==> src/rtl/gcd_pkg.sv <==
package gcd_pkg;

  // Controller state codes; they appear on the state_o port.
  typedef enum logic [2:0] {
    ST_LOAD_A   = 3'b000,
    ST_ACK_A    = 3'b001,
    ST_LOAD_B   = 3'b010,
    ST_DROP_ACK = 3'b011,
    ST_CMP      = 3'b100,
    ST_STEP     = 3'b101,
    ST_DONE     = 3'b110
  } gcd_state_t;

  // Datapath operation chosen by the controller for this cycle.
  typedef enum logic [2:0] {
    OP_HOLD   = 3'd0,
    OP_LD_A   = 3'd1,
    OP_LD_B   = 3'd2,
    OP_SUB    = 3'd3,
    OP_COPY_B = 3'd4
  } gcd_op_t;

  // Command for the acknowledge flop.
  typedef enum logic [1:0] {
    ACK_KEEP = 2'd0,
    ACK_SET  = 2'd1,
    ACK_CLR  = 2'd2
  } ack_cmd_t;

endpackage

==> src/rtl/gcd_ctrl.sv <==
module gcd_ctrl
  import gcd_pkg::*;
(
  input  gcd_state_t state_q,
  input  logic       req_i,
  input  logic       eq_i,
  input  logic       a_zero_i,
  input  logic       b_zero_i,
  output gcd_state_t state_d,
  output gcd_op_t    op_o,
  output ack_cmd_t   ack_cmd_o,
  output logic       res_we_o
);

  always_comb begin
    state_d   = state_q;
    op_o      = OP_HOLD;
    ack_cmd_o = ACK_KEEP;
    res_we_o  = 1'b0;
    case (state_q)
      ST_LOAD_A: begin
        // Clears the one-cycle done pulse on the way through.
        ack_cmd_o = ACK_CLR;
        if (req_i) begin
          op_o    = OP_LD_A;
          state_d = ST_ACK_A;
        end
      end
      ST_ACK_A: begin
        ack_cmd_o = ACK_SET;
        state_d   = ST_LOAD_B;
      end
      ST_LOAD_B: begin
        if (req_i) begin
          op_o    = OP_LD_B;
          state_d = ST_DROP_ACK;
        end
      end
      ST_DROP_ACK: begin
        ack_cmd_o = ACK_CLR;
        state_d   = ST_CMP;
      end
      ST_CMP: begin
        if (a_zero_i) begin
          // The result is B (0 when both are zero); it is moved into A.
          op_o    = OP_COPY_B;
          state_d = ST_DONE;
        end else if (b_zero_i || eq_i) begin
          state_d = ST_DONE;
        end else begin
          state_d = ST_STEP;
        end
      end
      ST_STEP: begin
        op_o    = OP_SUB;
        state_d = ST_CMP;
      end
      ST_DONE: begin
        res_we_o  = 1'b1;
        ack_cmd_o = ACK_SET;
        state_d   = ST_LOAD_A;
      end
      default: begin
        // Code 111 is unused: return to the idle state.
        ack_cmd_o = ACK_CLR;
        state_d   = ST_LOAD_A;
      end
    endcase
  end

endmodule

==> src/rtl/gcd_datapath.sv <==
module gcd_datapath
  import gcd_pkg::*;
#(
  parameter int W = 16
) (
  input  gcd_op_t      op_i,
  input  logic [W-1:0] data_i,
  input  logic [W-1:0] a_q,
  input  logic [W-1:0] b_q,
  output logic [W-1:0] a_d,
  output logic [W-1:0] b_d,
  output logic         eq_o,
  output logic         a_zero_o,
  output logic         b_zero_o
);

  localparam logic [W-1:0] ZERO = '0;

  logic         a_gt_b;
  logic [W-1:0] a_minus_b;
  logic [W-1:0] b_minus_a;

  assign a_gt_b    = a_q > b_q;
  assign a_minus_b = a_q - b_q;
  assign b_minus_a = b_q - a_q;
  assign eq_o      = a_q == b_q;
  assign a_zero_o  = a_q == ZERO;
  assign b_zero_o  = b_q == ZERO;

  // Each operation writes at most one of the two working values.
  always_comb begin
    a_d = a_q;
    b_d = b_q;
    case (op_i)
      OP_LD_A:   a_d = data_i;
      OP_LD_B:   b_d = data_i;
      OP_COPY_B: a_d = b_q;
      OP_SUB: begin
        if (a_gt_b) a_d = a_minus_b;
        else        b_d = b_minus_a;
      end
      default: ;
    endcase
  end

endmodule

==> src/rtl/gcd_regs.sv <==
module gcd_regs
  import gcd_pkg::*;
#(
  parameter int W = 16
) (
  input  logic         clk,
  input  logic         rst,
  input  gcd_state_t   state_d,
  input  logic [W-1:0] a_d,
  input  logic [W-1:0] b_d,
  input  ack_cmd_t     ack_cmd,
  input  logic         res_we,
  output gcd_state_t   state_q,
  output logic [W-1:0] a_q,
  output logic [W-1:0] b_q,
  output logic         ack_q,
  output logic [W-1:0] res_q
);

  always_ff @(posedge clk) begin
    if (rst) begin
      state_q <= ST_LOAD_A;
      a_q     <= '0;
      b_q     <= '0;
      ack_q   <= 1'b0;
      res_q   <= '0;
    end else begin
      state_q <= state_d;
      a_q     <= a_d;
      b_q     <= b_d;
      case (ack_cmd)
        ACK_SET: ack_q <= 1'b1;
        ACK_CLR: ack_q <= 1'b0;
        default: ack_q <= ack_q;
      endcase
      if (res_we) res_q <= a_q;
    end
  end

endmodule

==> src/rtl/sub_gcd.sv <==
module sub_gcd
  import gcd_pkg::*;
#(
  parameter int W = 16
) (
  input  logic         clk,
  input  logic         rst,
  input  logic         req_i,
  input  logic [W-1:0] data_i,
  output logic         ack_o,
  output logic [W-1:0] result_o,
  output logic [2:0]   state_o
);

  gcd_state_t   state_q, state_d;
  gcd_op_t      op;
  ack_cmd_t     ack_cmd;
  logic         res_we;
  logic [W-1:0] a_q, b_q, a_d, b_d;
  logic         eq, a_zero, b_zero;

  gcd_ctrl u_ctrl (
    .state_q  (state_q),
    .req_i    (req_i),
    .eq_i     (eq),
    .a_zero_i (a_zero),
    .b_zero_i (b_zero),
    .state_d  (state_d),
    .op_o     (op),
    .ack_cmd_o(ack_cmd),
    .res_we_o (res_we)
  );

  gcd_datapath #(.W(W)) u_dp (
    .op_i    (op),
    .data_i  (data_i),
    .a_q     (a_q),
    .b_q     (b_q),
    .a_d     (a_d),
    .b_d     (b_d),
    .eq_o    (eq),
    .a_zero_o(a_zero),
    .b_zero_o(b_zero)
  );

  gcd_regs #(.W(W)) u_regs (
    .clk    (clk),
    .rst    (rst),
    .state_d(state_d),
    .a_d    (a_d),
    .b_d    (b_d),
    .ack_cmd(ack_cmd),
    .res_we (res_we),
    .state_q(state_q),
    .a_q    (a_q),
    .b_q    (b_q),
    .ack_q  (ack_o),
    .res_q  (result_o)
  );

  assign state_o = state_q;

endmodule

==> config.mk <==
export PLATFORM = sky130hd
export DESIGN_NAME = sub_gcd
export DESIGN_NICKNAME = d
export VERILOG_FILES = /design/src/rtl/gcd_pkg.sv /design/src/rtl/gcd_ctrl.sv /design/src/rtl/gcd_datapath.sv /design/src/rtl/gcd_regs.sv /design/src/rtl/sub_gcd.sv
export SDC_FILE = /design/constraint.sdc
export NUM_CORES = 1
export LEC_CHECK = 0
export BUFFER_PORTS_ARGS = -buffer_cell sky130_fd_sc_hd__buf_2
export CAP_MARGIN = 20
export CORE_ASPECT_RATIO = 1.4
export CORE_UTILIZATION = 61
export DETAILED_ROUTE_END_ITERATION = 6
export PLACE_DENSITY = 0.81
export SYNTH_ARGS = -nofsm -noshare
export SYNTH_HDL_FRONTEND = slang
export SYNTH_HIERARCHICAL = 1
export SYNTH_SLANG_ARGS = --single-unit
export TNS_END_PERCENT = 100
==> constraint.sdc <==
create_clock -name clk -period 3.3 [get_ports clk]
set_clock_uncertainty 0.1 [all_clocks]
set_input_delay 0 -clock clk [delete_from_list [all_inputs] [get_ports clk]]
set_output_delay 0 -clock clk [all_outputs]
set_load 0.005 [all_outputs]
==> metrics <==
clk sinks=between 50 and 60; I/O Buffers=38; Num CTS Buffers=5; Final min period=between 3 and 4 ns; core footprint=a little over 0.007 mm²; final hold violation count=0; Top FF cell, synth=dfxtp_1; maxcap violations=0; placed insts=around 690; Layout Nets=roughly 660; via count of the routed design=4,383; worst hold stages=4; GP Congestion=between 1 and 1.5; first-pass GRT wire length=21,000 µm; DRC=0; Final Core Density=a little over two thirds; CTS tree=built; CP Launch Type=flip-flop; Critical Path Sink Type=flip-flop; Post-CTS Setup Bufs=0; ANT cells=0; f_max=322 MHz; top cells by area, synth=dfxtp_1 (23%), ha_1 (8.9%), mux2i_1 (6.0%); period utilization=94.1%; Final setup viols=0; asr flop ratio synth=0%; Non-Filler Instances=approximately 700; 1st-pass router iterations=6; Seq. cell area=between 0.001 and 0.0015 mm²; Area Growth Syn to Fin=8.84%; FF-to-FF End=u_regs/b_q[8]$_SDFF_PP0_; Hold Path Class=in2reg; CTS Buffer Depth=2; H-tree depth=2; vias in the first global route=approximately 4,200; CP max FO=11; Max Slew Vio Count=0; grt total ovfl=0; full die area=between 0.007 and 0.008 mm²; hold endpoint=u_regs/b_q[13]$_SDFF_PP0_; worst setup path start=u_regs/a_q[5]$_SDFF_PP0_; detail-routed net length per standard cell=between 15 and 20 µm; layout cells sized above 1=13.6%; dpl cell area=about 0.0048 mm²; die height=approximately 100 µm; r2r worst-path depth=9; Synth cell types=between 60 and 70; GRT Total Usage=between 30% and 40%; clock latency on the worst-skew pair=0.32 ns; Final Cell Area=roughly 0.0049 mm²; Yosys reg bits=between 50 and 60; commonest non-fill, non-tap cells in the layout=dfxtp_1 (52), a21oi_1 (49), nor2_1 (48); initial antenna violation count=0; post-synth top area cell=dfxtp_1; multi-input logic area=~0.0031 mm²; status=finished, final reports clean; 1st-iter DRT viols=479; post-DP HPWL=9970 µm; Via density=about 6.2; CP Class=reg2reg; largest net degree at the start of global routing=53; Yosys warnings=6; PwrDens=between 600 and 700 mW/mm²; setup_tns=0 ns; Worst-Margin Slew=between 0.9 and 1 ns; Slew HR=roughly 36%; Syn Inst Count=~570; post-synthesis sequential area ratio=between 20% and 30%; I/O pin count=39; row count=36; maximum VDD drop=0.325 mV; Synth Cell Area=approximately 0.0045 mm²; Post-synth EDFFs=0; R2R Setup Slk=slightly below 0.2 ns; Avg Inst Size Synth=just under 8 µm²; P_leak=approximately 2.1 nW; CP required=3.37 ns; die extent in x=about 75 µm; Min-Delay Startpoint=data_i[13]; Reg2Reg Launch Point=u_regs/a_q[5]$_SDFF_PP0_; Net Count, Synth=around 630; CTS root buf=clkbuf_8; RSZ-0062 raised after global routing=false; antenna-violating nets left=0; fill count=about 630; arrival time at the worst endpoint=about 3.2 ns; post-synth top area share=23.1%; most common cell after layout, fill and taps aside=dfxtp_1; Initial Util=a little under two thirds; clock slew at reported path FFs=0.11 ns; wirelength, routed=approximately 13,000 µm
[Yosys cell counts (6+ instances only)]
| master | instances |
|---|---|
| and2_1 | 13 |
| xor2_1 | 13 |
| mux2i_1 | 27 |
| o21ai_0 | 27 |
| nor2b_1 | 40 |
| a21oi_1 | 49 |
| a22oi_1 | 6 |
| nand4_1 | 6 |
| ha_1 | 32 |
| xnor2_1 | 12 |
| nor2_1 | 48 |
| o22ai_1 | 6 |
| a21o_1 | 9 |
| nand2b_1 | 8 |
| nor4_1 | 8 |
| inv_1 | 37 |
| buf_2 | 11 |
| nand2_1 | 34 |
| dfxtp_1 | 52 |
| a31oi_1 | 6 |
| nor3_1 | 9 |
| clkbuf_1 | 14 |
| a221o_1 | 12 |
[through the flow]
stage,total power [W],setup WS (ns),hold WS [ns]
global route,0.00312,0.0409,0.0389
finish,0.00295,0.195,0.00131
global placement,0.00249,0.312,0.257
CTS,0.00290,0.232,0.00283
floorplan,0.00207,0.551,-0.0284
detailed placement,0.00251,0.242,0.260
[critical path: stages (launching register included)]
cell and delay, ns:
dfxtp_1 0.50, inv_1 0.08, ha_1 0.46, a21oi_1 0.29, and2_1 0.19, a211o_1 0.24, a21oi_1 0.11, or2_1 0.44
a221o_1 0.41, nor2b_1 0.13
[registers in the layout, indices dropped and copies added, names as in the netlist]
| signal | count |
|---|---|
| u_regs/a_q | 16 |
| u_regs/state_q | 3 |
| u_regs/ack_q | 1 |
| u_regs/res_q | 16 |
| u_regs/b_q | 16 |
[logic make-up after synthesis]
group / synth area share, %
AO/OA/AOI/OAI: 24.0
XOR/XNOR: 4.85
adder cells (fa/ha/maj): 9.76
buffers and inverters: 8.15
flip-flops: 23.1
multiplexers: 6.24
AND/OR/NAND/NOR: 24.0
[how the worst max path moves through the flow]
stage / endpoint / cells after the start
6_report: u_regs/b_q[8]$_SDFF_PP0_ / 9
2_1_floorplan: u_regs/a_q[8]$_SDFF_PP0_ / 11
3_5_place_dp: u_regs/b_q[11]$_SDFF_PP0_ / 9
5_1_grt: u_regs/b_q[11]$_SDFF_PP0_ / 9
3_3_place_gp: u_regs/b_q[1]$_SDFF_PP0_ / 9
4_1_cts: u_regs/b_q[11]$_SDFF_PP0_ / 9
[final cells by class]
| cell class | instances | area share, % |
|---|---|---|
| clock buffer | 6 | 1.48 |
| inverter | 37 | 2.83 |
| clock inverter | 2 | 0.331 |
| tap | 95 | 2.42 |
| multi-input combinational | 445 | 63.2 |
| sequential | 52 | 21.2 |
| timing repair buffer | 67 | 8.56 |
[routing by layer]
layer | part of all wire [%] | global-route usage, %
met4 | 4.5 | 19.3
met3 | 8.2 | 6.42
met5 | 0 | 0
met2 | 46 | 55.0
met1 | 41 | 45.0
[power by group]
group	internal [W]	switching [W]
Sequential	0.000678	0.0000712
Clock	0.000152	0.000227
Combinational	0.000742	0.00108
[timing repair]
item	4_1_cts	5_1_grt
hold buffers	5	0
endpoints found under the hold margin	5	0
resized for setup	0	0
Note: power is estimated with default switching activity, not from simulation.
